===== config.mk =====
export PLATFORM = sky130hd
export DESIGN_NAME = i2c_tmo_monitor
export DESIGN_NICKNAME = d
export VERILOG_FILES = /design/src/rtl/i2c_tmo_pkg.sv /design/src/rtl/tmo_counter.sv /design/src/rtl/tmo_flag.sv /design/src/rtl/i2c_tmo_monitor.sv
export SDC_FILE = /design/constraint.sdc
export NUM_CORES = 1
export LEC_CHECK = 0
export CAP_MARGIN = 40
export CORE_AREA = 4 4 62 64
export CTS_CLUSTER_DIAMETER = 200
export DETAILED_ROUTE_END_ITERATION = 6
export DIE_AREA = 0 0 66 68
export PLACE_DENSITY_LB_ADDON = 0.05
export SYNTH_ARGS = -nofsm -noshare
export SYNTH_HDL_FRONTEND = slang
export SYNTH_SLANG_ARGS = --single-unit

===== constraint.sdc =====
create_clock -name clk -period 1.95 [get_ports clk]
set_input_delay 0.195 -clock clk [delete_from_list [all_inputs] [get_ports clk]]
set_output_delay 0.195 -clock clk [all_outputs]
set_load 0.01 [all_outputs]

===== src/rtl/i2c_tmo_pkg.sv =====
// Package: shared definitions for the bus timeout monitor.
// Assumes: included first in compile order.
package i2c_tmo_pkg;
    // Index of each timeout channel inside the monitor's arrays.
    localparam int TMO_IDLE = 0;
    localparam int TMO_LOW  = 1;
    localparam int TMO_NUM  = 2;

    // Bus occupancy as held by the monitor.
    typedef enum logic {
        BUS_FREE = 1'b0,
        BUS_HELD = 1'b1
    } bus_state_e;
endpackage


===== src/rtl/tmo_counter.sv =====
// Module: tmo_counter
// Counts consecutive cycles while its condition holds. When the count reaches
// the period it raises expire_o for one cycle and restarts from zero.
// Assumes: period_i may change at any time. A period of zero or a low enable
// disables counting. If the period drops below the current count, the counter
// expires on the next active cycle.
module tmo_counter #(
    parameter int W = 8
) (
    input  logic         clk,
    input  logic         rst_n,
    input  logic         en_i,
    input  logic [W-1:0] period_i,
    input  logic         cond_i,
    output logic         expire_o
);
    logic [W-1:0] cnt_q;
    logic         active;
    logic [W-1:0] last_val;

    // Decide whether this cycle counts and where the count tops out.
    always_comb begin
        active   = en_i && (period_i != '0) && cond_i;
        last_val = period_i - W'(1);
        expire_o = active && (cnt_q >= last_val);
    end

    // Advance, wrap on expiry, or clear when the condition drops.
    always_ff @(posedge clk) begin
        if (!rst_n)        cnt_q <= '0;
        else if (!active)  cnt_q <= '0;
        else if (expire_o) cnt_q <= '0;
        else               cnt_q <= cnt_q + W'(1);
    end


    cnt_clear_chk: assert property (@(posedge clk) disable iff (!rst_n)
        !active |=> (cnt_q == '0));


    no_expire_off_chk: assert property (@(posedge clk) disable iff (!rst_n)
        (!en_i || period_i == '0) |-> !expire_o);
endmodule


===== src/rtl/tmo_flag.sv =====
// Module: tmo_flag
// Sticky event flag, write-one-to-clear. A set in the same cycle as a clear
// leaves the flag set.
// Assumes: set_i and clr_i are single-cycle-qualified strobes on clk.
module tmo_flag (
    input  logic clk,
    input  logic rst_n,
    input  logic set_i,
    input  logic clr_i,
    output logic flag_o
);
    // Hold the flag; set has priority over clear.
    always_ff @(posedge clk) begin
        if (!rst_n)     flag_o <= 1'b0;
        else if (set_i) flag_o <= 1'b1;
        else if (clr_i) flag_o <= 1'b0;
    end


    sticky_hold_chk: assert property (@(posedge clk) disable iff (!rst_n)
        (flag_o && !clr_i) |=> flag_o);


    set_wins_chk: assert property (@(posedge clk) disable iff (!rst_n)
        set_i |=> flag_o);
endmodule


===== src/rtl/i2c_tmo_monitor.sv =====
// Module: i2c_tmo_monitor (top)
// Holds the bus-occupied state and runs the bus-idle and clock-low timeouts.
// Each timeout drives a sticky flag. Optionally a bus-idle timeout frees the
// bus and pulses force_idle_o.
// Assumes: scl_i is already synchronized to clk. Start, stop and abort are
// one-cycle strobes.
module i2c_tmo_monitor
    import i2c_tmo_pkg::*;
#(
    parameter int CNT_W = 8
) (
    input  logic             clk,
    input  logic             rst_n,
    input  logic             scl_i,
    input  logic             start_i,
    input  logic             stop_i,
    input  logic             abort_i,
    input  logic             auto_idle_en_i,
    input  logic             idle_en_i,
    input  logic [CNT_W-1:0] idle_period_i,
    input  logic             low_en_i,
    input  logic [CNT_W-1:0] low_period_i,
    input  logic             clr_idle_flag_i,
    input  logic             clr_low_flag_i,
    output logic             bus_busy_o,
    output logic             idle_flag_o,
    output logic             clk_low_flag_o,
    output logic             force_idle_o
);
    bus_state_e             bus_q;
    logic                   force_now;
    logic                   free_req;
    logic [TMO_NUM-1:0]     ch_en;
    logic [TMO_NUM-1:0]     ch_cond;
    logic [TMO_NUM-1:0]     ch_exp;
    logic [TMO_NUM-1:0]     ch_clr;
    logic [TMO_NUM-1:0]     ch_flag;
    logic [CNT_W-1:0]       ch_period [TMO_NUM];

    // Route per-channel enables, periods, conditions and clears.
    always_comb begin
        ch_en[TMO_IDLE]     = idle_en_i;
        ch_en[TMO_LOW]      = low_en_i;
        ch_period[TMO_IDLE] = idle_period_i;
        ch_period[TMO_LOW]  = low_period_i;
        ch_cond[TMO_IDLE]   = (bus_q == BUS_HELD) && scl_i;
        ch_cond[TMO_LOW]    = !scl_i;
        ch_clr[TMO_IDLE]    = clr_idle_flag_i;
        ch_clr[TMO_LOW]     = clr_low_flag_i;
    end

    // One counter and one flag per timeout channel.
    for (genvar g = 0; g < TMO_NUM; g++) begin : g_ch
        tmo_counter #(.W(CNT_W)) u_cnt (
            .clk      (clk),
            .rst_n    (rst_n),
            .en_i     (ch_en[g]),
            .period_i (ch_period[g]),
            .cond_i   (ch_cond[g]),
            .expire_o (ch_exp[g])
        );
        tmo_flag u_flag (
            .clk    (clk),
            .rst_n  (rst_n),
            .set_i  (ch_exp[g]),
            .clr_i  (ch_clr[g]),
            .flag_o (ch_flag[g])
        );
    end

    // Gather the requests that free the bus this cycle.
    always_comb begin
        force_now = auto_idle_en_i && ch_exp[TMO_IDLE];
        free_req  = stop_i || abort_i || force_now;
    end

    // Bus occupancy: a free request beats a start in the same cycle.
    always_ff @(posedge clk) begin
        if (!rst_n)        bus_q <= BUS_FREE;
        else if (free_req) bus_q <= BUS_FREE;
        else if (start_i)  bus_q <= BUS_HELD;
    end

    // Register the force-idle pulse so it lines up with the flag.
    always_ff @(posedge clk) begin
        if (!rst_n) force_idle_o <= 1'b0;
        else        force_idle_o <= force_now;
    end

    assign bus_busy_o     = (bus_q == BUS_HELD);
    assign idle_flag_o    = ch_flag[TMO_IDLE];
    assign clk_low_flag_o = ch_flag[TMO_LOW];


    abort_frees_chk: assert property (@(posedge clk) disable iff (!rst_n)
        (abort_i || stop_i) |=> !bus_busy_o);


    force_frees_chk: assert property (@(posedge clk) disable iff (!rst_n)
        force_idle_o |-> (!bus_busy_o && idle_flag_o));


    idle_cause_chk: assert property (@(posedge clk) disable iff (!rst_n)
        $rose(idle_flag_o) |-> $past(bus_busy_o && scl_i && idle_en_i));


    low_cause_chk: assert property (@(posedge clk) disable iff (!rst_n)
        $rose(clk_low_flag_o) |-> $past(!scl_i && low_en_i));
endmodule


-- Word-level counts from Yosys, hierarchy flattened
Index checks and enable logic that the tools add are counted.
- bitwise gates (word level): 3
- $lt $le $gt $ge: 2
- reductions and logical operators: 18
- mux-type cells: 4
- add/subtract/negate cells: 4
- operator list (cell ; count):
    8-bit by 1-bit adder with 8-bit output (second input constant) ; 2
    8-bit greater-or-equal comparator ; 2
    8-bit nonzero test ; 2
    8-bit by 1-bit subtractor with 8-bit output (second input constant) ; 2
    1-bit logical AND ; 8
    3-bit OR reduction ; 2
    1-bit 2-to-1 mux ; 4
    2-bit nonzero test ; 2
    1-bit NOT ; 3
    1-bit logical OR ; 2
    2-bit OR reduction ; 1
    1-bit zero test ; 1
- input port bits: 27
- output and inout port bits: 4
- logic and storage cells: 37
- register bits: 20

-- Logic depth before layout (Yosys ltp)
Gate-level depths: netlist of run 1.
- word-level depth: 7
- gate-level depth with buffers: 10
- gate-level depth less buffers: 10

-- Modules after synthesis
Synthesis of run 1 repeated with hierarchy kept, for this count alone.
- cell total of the unflattened synthesis: 157
- area total of the unflattened synthesis: 1546.5 sq um
- modules (own cells, without submodules) (module ; cells an instance ; area each (sq um) ; instances):
    tmo_counter at g_ch[0].u_cnt ; 72 ; 703.2 ; 1
    tmo_counter at g_ch[1].u_cnt ; 72 ; 673.1 ; 1
    i2c_tmo_monitor ; 7 ; 87.6 ; 1
    tmo_flag ; 3 ; 41.3 ; 2

-- Worst setup path after synthesis of run 1
No wires, ideal clock.
- kind: in2reg
- start: input low_period_i[0]
- end: register g_ch[1].u_cnt.cnt_q[2]
- stages on the path: 10
- data required time: 1823 ps
- library setup time: 127 ps
- data arrival time: 1862 ps
- path slack: -40 ps
- path through: inv_1 > ha_1 > nand2_1 > or3_1 > xor2_1 > ha_1 > nand2_1 > a211o_1 > o211ai_2 > nor2_1
- cells in the longest elaborated chain, start to end: 5
- elaborated cells between the ends (all ways): 8
- RTL lines (what ; line ; source):
    from (decl) ; i2c_tmo_monitor.sv:22 ; input logic [CNT_W-1:0] low_period_i,
    branches (longest 4 deep; another with 8-bit by 1-bit subtractor with 8-bit output) ; - ;
    3-bit OR reduction (no line) (*) ; - ;
    to (signal assigned) ; tmo_counter.sv:33 ; else cnt_q <= cnt_q + W'(1);
    to (decl) ; tmo_counter.sv:17 ; logic [W-1:0] cnt_q;
Mark *: on every way between the ends.
A chain may end at the register's enable or synchronous reset.

-- Worst setup path in the final report of run 1
- start: input idle_period_i[1]
- end: register g_ch[0].u_cnt.cnt_q[6]
- cells in the longest elaborated chain, start to end: 5
- elaborated cells between the ends (all ways): 8
- RTL lines (what ; line ; source):
    from (decl) ; i2c_tmo_monitor.sv:20 ; input logic [CNT_W-1:0] idle_period_i,
    branches (longest 4 deep; another with 8-bit by 1-bit subtractor with 8-bit output) ; - ;
    3-bit OR reduction (no line) (*) ; - ;
    to (signal assigned) ; tmo_counter.sv:33 ;
    to (decl) ; tmo_counter.sv:17 ;
Marks and branches as above.

==> results.md, run 1 <==
- Outcome: complete, no violations
- Die Span Y: 68 um
- Sequential fraction of the synthesis area: 0.272
- H-tree levels: 1
- P&R area growth vs syn: 56.9%
- Grt ovf: 0
- Final period util: 0.974
- Crit path kind: in -> reg
- Clock-pin transition on the worst setup and hold timing paths: 0.11 ns
- Reg power frac: 0.488
- Antenna violations before repair: 0
- Leading cell type in the layout, fill and taps excluded: buf_4
- Worst Setup End Kind: flip-flop
- Nets: 290
- Clock skew: 0.00497 ns
- Worst-skew pair later-pin latency: 0.30 ns
- Die ar.: 0.00449 mm^2
- Leakage: 0.000928 uW
- Mapped Nets: 213
- Final Total Pwr: 847 uW
- Pin count of the biggest net entering global routing: 11
- Area of the core: 0.00328 mm^2
- Worst EP required: 2.16 ns
- Achievable Freq: 526 MHz
- DRT antenna net count: 0
- Iteration-0 DRC Markers: 55
- Mapped Cells: 164
- Post-Syn Area: 0.00147 mm^2
- Via count: 1432
- CTS buffer count: 3
- Fin. max-slew vios: 0
- Die width: 66 um
- Clock Sinks: 20
- Drt drc: 0
- Ant diodes: 0
- Final Setup Violations: 0
- Post-layout minimum cycle time: 1.90 ns
- Internal power: 620 uW
- Share of cells above drive strength 1: 0.326
- Global-route wire length before repair: 6.44 mm
- CP Launch Type: primary input
- Switching Fraction: 0.268
- Crit path DAT: 2.11 ns
- Final hold viol count: 0
- Most frequent cells in the layout: 38 x buf_4, 20 x dfxtp_1, 19 x ha_1
- TritonRoute pass-1 iters: 4
- FP Rows: 21
- Synth warn: 0
- Final wirelength: 3.85 mm
- # port buffers: 30
- HP Class: reg -> reg
- CP max FO: 4
- TritonCTS clock tree: done
- Post-DR wirelength/cell: 13.5 um
- Power Density: 367 mW/mm^2
- Psw: 227 uW
- Post-DP HPWL: 2.82 mm
- Peak supply drop: 0.000270 V
- All-Layer GR Usage: 0.184
- Starting Density: 0.448
- Max Cap Viol: 0
- Vias in the first global route: 1486
- Yosys cell types: 39
- Vias per cell: 5.02
- Synthesis-stage register bit count: 20
- Root Driver: clkbuf_4
- GP Congestion: 0.797
- Combinational Power Share: 0.278
- Slew HR: 0.804
- Buffer levels on the longest clock path: 2
- Clock power frac: 0.234
- Measured slew at the worst slew-check pin: 0.291 ns
- Fill cells: 254
- Mean post-synth cell area: 8.96 um^2
- I/O Pins: 31
- Worst hold margin: 0.475 ns
[Yosys cell counts, drive strengths merged]
library cell	instances	area (um^2)
dfxtp	20	400
xor2	13	114
nand2	12	52.6
a2111oi	1	27.5
o21a	1	7.51
nand2b	2	12.5
a21oi	4	20.0
nor2b	3	18.8
or3	1	6.26
o31a	1	8.76
ha	22	275
buf	1	5.00
inv	11	41.3
o211ai	3	27.5
a31o	1	8.76
and2	1	6.26
nand3	5	25.0
a31oi	3	40.0
a211oi	1	7.51
and3	3	18.8
o2111a	1	11.3
xnor2	10	87.6
nor4	10	77.6
nand3b	1	7.51
nor3b	1	7.51
nor2	17	63.8
a211o	1	8.76
a32o	1	10.0
a21o	1	7.51
o21ai	5	25.0
nor3	4	20.0
o21bai	1	7.51
nand4	2	12.5
[power groups by stage]
stage	registers, uW	logic [uW]	clock network [uW]
6_report	414	235	198
5_1_grt	414	256	227
4_1_cts	414	218	208
3_5_place_dp	423	199	0
3_3_place_gp	423	193	0
2_1_floorplan	423	78.0	0
[per-layer routing]
metal  global-route usage  up-vias  part of all wire  wire, um
li1                     -      738                 -         -
met1                0.190      665              0.39      1500
met2                0.374       25              0.57      2180
met3               0.0411        4             0.035       134
met4               0.0381        0            0.0073        28
met5                    0        -                 0         0
[stage by stage]
stage          cell area (um^2)   util  TNS, ns  std cells  worst slack, ns
6_report                   2310  0.702        0        285           0.0504
5_1_grt                    2310  0.702  -0.0711        285          -0.0503
4_1_cts                    2190  0.668        0        278           0.0170
3_5_place_dp               2010  0.613   -10.97        263           -0.596
3_3_place_gp               2010  0.613   -10.06        263           -0.553
2_1_floorplan              1480      -        0        164          0.00801
[what timing repair did]
action,4_1_cts,5_1_grt
gates cloned,1,0
buffers inserted,11,7
hold buffers,0,0
setup endpoints to repair,20,13
pin swaps,28,18
resized for setup,39,16
[critical path, stage by stage]
cell and delay, ns:
dlygate4sd2_1 0.25, inv_1 0.07, ha_1 0.29, ha_1 0.29
nor2b_1 0.13, o211ai_1 0.20, buf_4 0.19, a31oi_4 0.10
buf_12 0.15, nor4_1 0.23
[logic make-up (layout without fill, tap and decap cells)]
group / count (synthesis) / in the layout / synth area share
AOI/OAI and AO/OA: 25 / 26 / 0.148
xor gates and xnor gates: 23 / 23 / 0.137
adders and majority gates: 22 / 22 / 0.187
buffers and inverters: 12 / 86 / 0.0315
DFF: 20 / 20 / 0.272
and+or+nand+nor: 62 / 62 / 0.224
[sequential cells by signal (all words and copies together) (netlist names)]
signal and count:
g_ch.u_flag.flag_o 2, g_ch.u_cnt.cnt_q 16, force_idle_o 1, bus_busy_o 1
[worst paths after layout]
| check | from | end | slack, ns | cells after the start |
|---|---|---|---|---|
| max | idle_period_i[1] | g_ch[0].u_cnt.cnt_q[6] | 0.05 | 10 |
| min | g_ch[1].u_cnt.cnt_q[0] | g_ch[1].u_cnt.cnt_q[0] | 0.47 | 1 |
| max reg2reg | g_ch[0].u_cnt.cnt_q[1] | g_ch[0].u_cnt.cnt_q[6] | 0.19 | 7 |
| min reg2reg | g_ch[1].u_cnt.cnt_q[0] | g_ch[1].u_cnt.cnt_q[0] | 0.47 | 1 |
[final cells by class]
class	count	area, um^2	area share
Multi-Input combinational cell	133	1180	0.510
Sequential cell	20	400	0.174
Inverter	11	41.3	0.0179
Clock buffer	3	22.5	0.00976
Timing Repair Buffer	72	609	0.264
Tap cell	46	57.6	0.0249
Power figures use the tool's default switching activity.
==> inputs of run 2 (changes only) <==
GPL_TIMING_DRIVEN = 0   (was unset)
==> results.md, run 2 (synthesis gave the netlist of run 1 again) <==
- DP Worst Slack: -0.719 ns (-0.124 ns)
- Multi-input logic area: 0.00115 mm^2 (-1.8%)
- Worst flop-to-flop path startpoint: g_ch[1].u_cnt.cnt_q[0]
- Crit path kind: in -> reg
- Measured slew at the worst slew-check pin: 0.375 ns (+0.0831 ns)
- Max Cap Viol: 0 (unchanged)
- TritonRoute pass-1 iters: 4 (unchanged)
- Crit path DAT: 2.08 ns (-0.03 ns)
- Final wirelength: 3.65 mm (-5.1%)
- Fill cells: 293 (+15%)
- Global-route wire length before repair: 6.01 mm (-6.6%)
- Clock-pin transition on the worst setup and hold timing paths: 0.11 ns (about the same)
- Share of cells above drive strength 1: 0.248 (-0.0787)
- Via count: 1365 (-4.7%)
- DRT antenna net count: 0 (unchanged)
- Max reg flops: 16 (unchanged)
- Final period util: 0.963 (-0.0114)
- Largest registers: g_ch.u_cnt.cnt_q x16, g_ch.u_flag.flag_o x2
- Worst EP required: 2.15 ns (about the same)
- Most flops, register: g_ch.u_cnt.cnt_q
- Antenna violations before repair: 0 (unchanged)
- CP max FO: 5 (+1)
- TritonCTS clock tree: done
- Die ar.: 0.00449 mm^2 (unchanged)
- Area of the core: 0.00328 mm^2 (unchanged)
- HP Class: reg -> reg
- Setup ws final: 0.0726 ns (+0.0222 ns)
- # port buffers: 30 (unchanged)
- Worst R2R Path Depth: 6 (-1)
- Clock Sinks: 20 (unchanged)
- CP Launch Type: primary input
- Final Total Pwr: 944 uW (+11%)
- R2r endpoint: g_ch[1].u_flag.flag_o
- Final hold viol count: 0 (unchanged)
- Power Density: 450 mW/mm^2 (+23%)
- Starting Density: 0.448 (unchanged)
- Min-delay src: g_ch[1].u_cnt.cnt_q[0]
- Most frequent cells in the layout: 20 x ha_1, 20 x dfxtp_1, 17 x buf_4
- Die width: 66 um (unchanged)
- Slew HR: 0.749 (-0.0552)
- Die Span Y: 68 um (unchanged)
- Root Driver: clkbuf_4
- Post-DP HPWL: 2.73 mm (-3.1%)
- Worst-skew pair later-pin latency: 0.31 ns (about the same)
- Fin. max-slew vios: 0 (unchanged)
- H-tree levels: 1 (unchanged)
- Iteration-0 DRC Markers: 58 (+5.5%)
- GP Congestion: 0.831 (+4.2%)
- CTS buffer count: 3 (unchanged)
- Clock skew: 0.00833 ns (+0.00336 ns)
- Post-DR wirelength/cell: 14.0 um (+4.0%)
- Buffer levels on the longest clock path: 2 (unchanged)
- Sequential Area: 400 um^2 (unchanged)
- Grt ovf: 0 (unchanged)
- P&R area growth vs syn: 42.7%
- Peak supply drop: 0.000225 V (-17%)
- All-Layer GR Usage: 0.171 (-0.0126)
- Outcome: complete, no violations
- Worst reg-to-reg setup slack: 0.16 ns (-0.03 ns)
- Leakage: 0.000837 uW (-9.7%)
- Final Setup Violations: 0 (unchanged)
- FP Rows: 21 (unchanged)
- Nets: 264 (-9.0%)
- Post-layout minimum cycle time: 1.88 ns (-0.0222 ns)
- Hold Path End: g_ch[1].u_cnt.cnt_q[0]
- Pin count of the biggest net entering global routing: 13 (+2)
- Vias in the first global route: 1432 (-3.6%)
- Ant diodes: 0 (unchanged)
- Drt drc: 0 (unchanged)
- Achievable Freq: 533 MHz (+1.2%)
- Worst Setup End Kind: flip-flop
- I/O Pins: 31 (unchanged)
- Vias per cell: 5.25 (+4.5%)
- Hold path depth: 1 (unchanged)
-- run 2: changes by cell type in the layout (fill, tap and decap cells not counted), moves of 2 or more --
cell / before / now
inv_4: 0 / 2
dlymetal6s2s_1: 0 / 2
clkdlybuf4s50_1: 18 / 16
inv_2: 3 / 0
buf_6: 3 / 0
buf_4: 38 / 17
nor4_2: 2 / 4
-- run 2: how the worst max path moves through the flow --
stage | end | cells after the start | slack [ns] | start
6_report | force_idle_o | 9 | 0.07 | idle_period_i[1]
5_1_grt | force_idle_o | 9 | -0.01 | idle_period_i[1]
4_1_cts | force_idle_o | 9 | 0.0009 | idle_period_i[2]
3_5_place_dp | g_ch[1].u_cnt.cnt_q[5] | 9 | -0.72 | low_period_i[0]
3_3_place_gp | force_idle_o | 9 | -0.66 | idle_period_i[2]
2_1_floorplan | g_ch[1].u_cnt.cnt_q[2] | 10 | 0.008 | low_period_i[1]
-- run 2: final cells by class --
| type | count | share of cell area |
|---|---|---|
| clock inverters | 1 | 0.0143 |
| inverters | 11 | 0.0221 |
| repair buffers | 45 | 0.181 |
| flip-flops and latches | 20 | 0.191 |
| well taps | 46 | 0.0274 |
| multi-input cells | 133 | 0.550 |
| plain buffers | 1 | 0.00358 |
| clock buffers | 3 | 0.0107 |
-- run 2: worst max-delay path, stage by stage --
cell and delay, ns:
dlygate4sd2_1 0.27, nor3_2 0.20, nor3b_2 0.20, xnor2_1 0.14, ha_1 0.27, a211oi_2 0.27, o21bai_2 0.13, buf_4 0.18
o2111a_1 0.23
-- run 2: repair_timing --
action | 4_1_cts | 5_1_grt
cloned | 1 | 1
buffers inserted | 8 | 6
pin swaps | 19 | 15
hold buffers | 0 | 0
setup endpoints to repair | 20 | 20
gates resized for setup | 36 | 23
-- run 2: report_power, final --
| part | internal, uW | leakage [uW] | switching, uW |
|---|---|---|---|
| Sequential | 411 | 0.000161 | 2.38 |
| Clock | 208 | 0.0000279 | 131 |
| Combinational | 101 | 0.000648 | 91.3 |
-- run 2: metrics by stage --
step           setup TNS (ns)  hold WS [ns]   util  instance area, um^2  cells
6_report                    0         0.476  0.639                 2100    260
5_1_grt               -0.0185         0.507  0.639                 2100    260
4_1_cts                     0         0.486  0.609                 2000    253
3_5_place_dp           -13.44         0.461  0.560                 1840    240
3_3_place_gp           -11.77         0.443  0.560                 1840    240
2_1_floorplan               0         0.333      -                 1480    164
-- run 2: routing by layer --
layer / wire length (um) / track usage
met1: 1440 / 0.171
met2: 2060 / 0.355
met3: 73 / 0.0246
met4: 77 / 0.0584
met5: 0 / 0
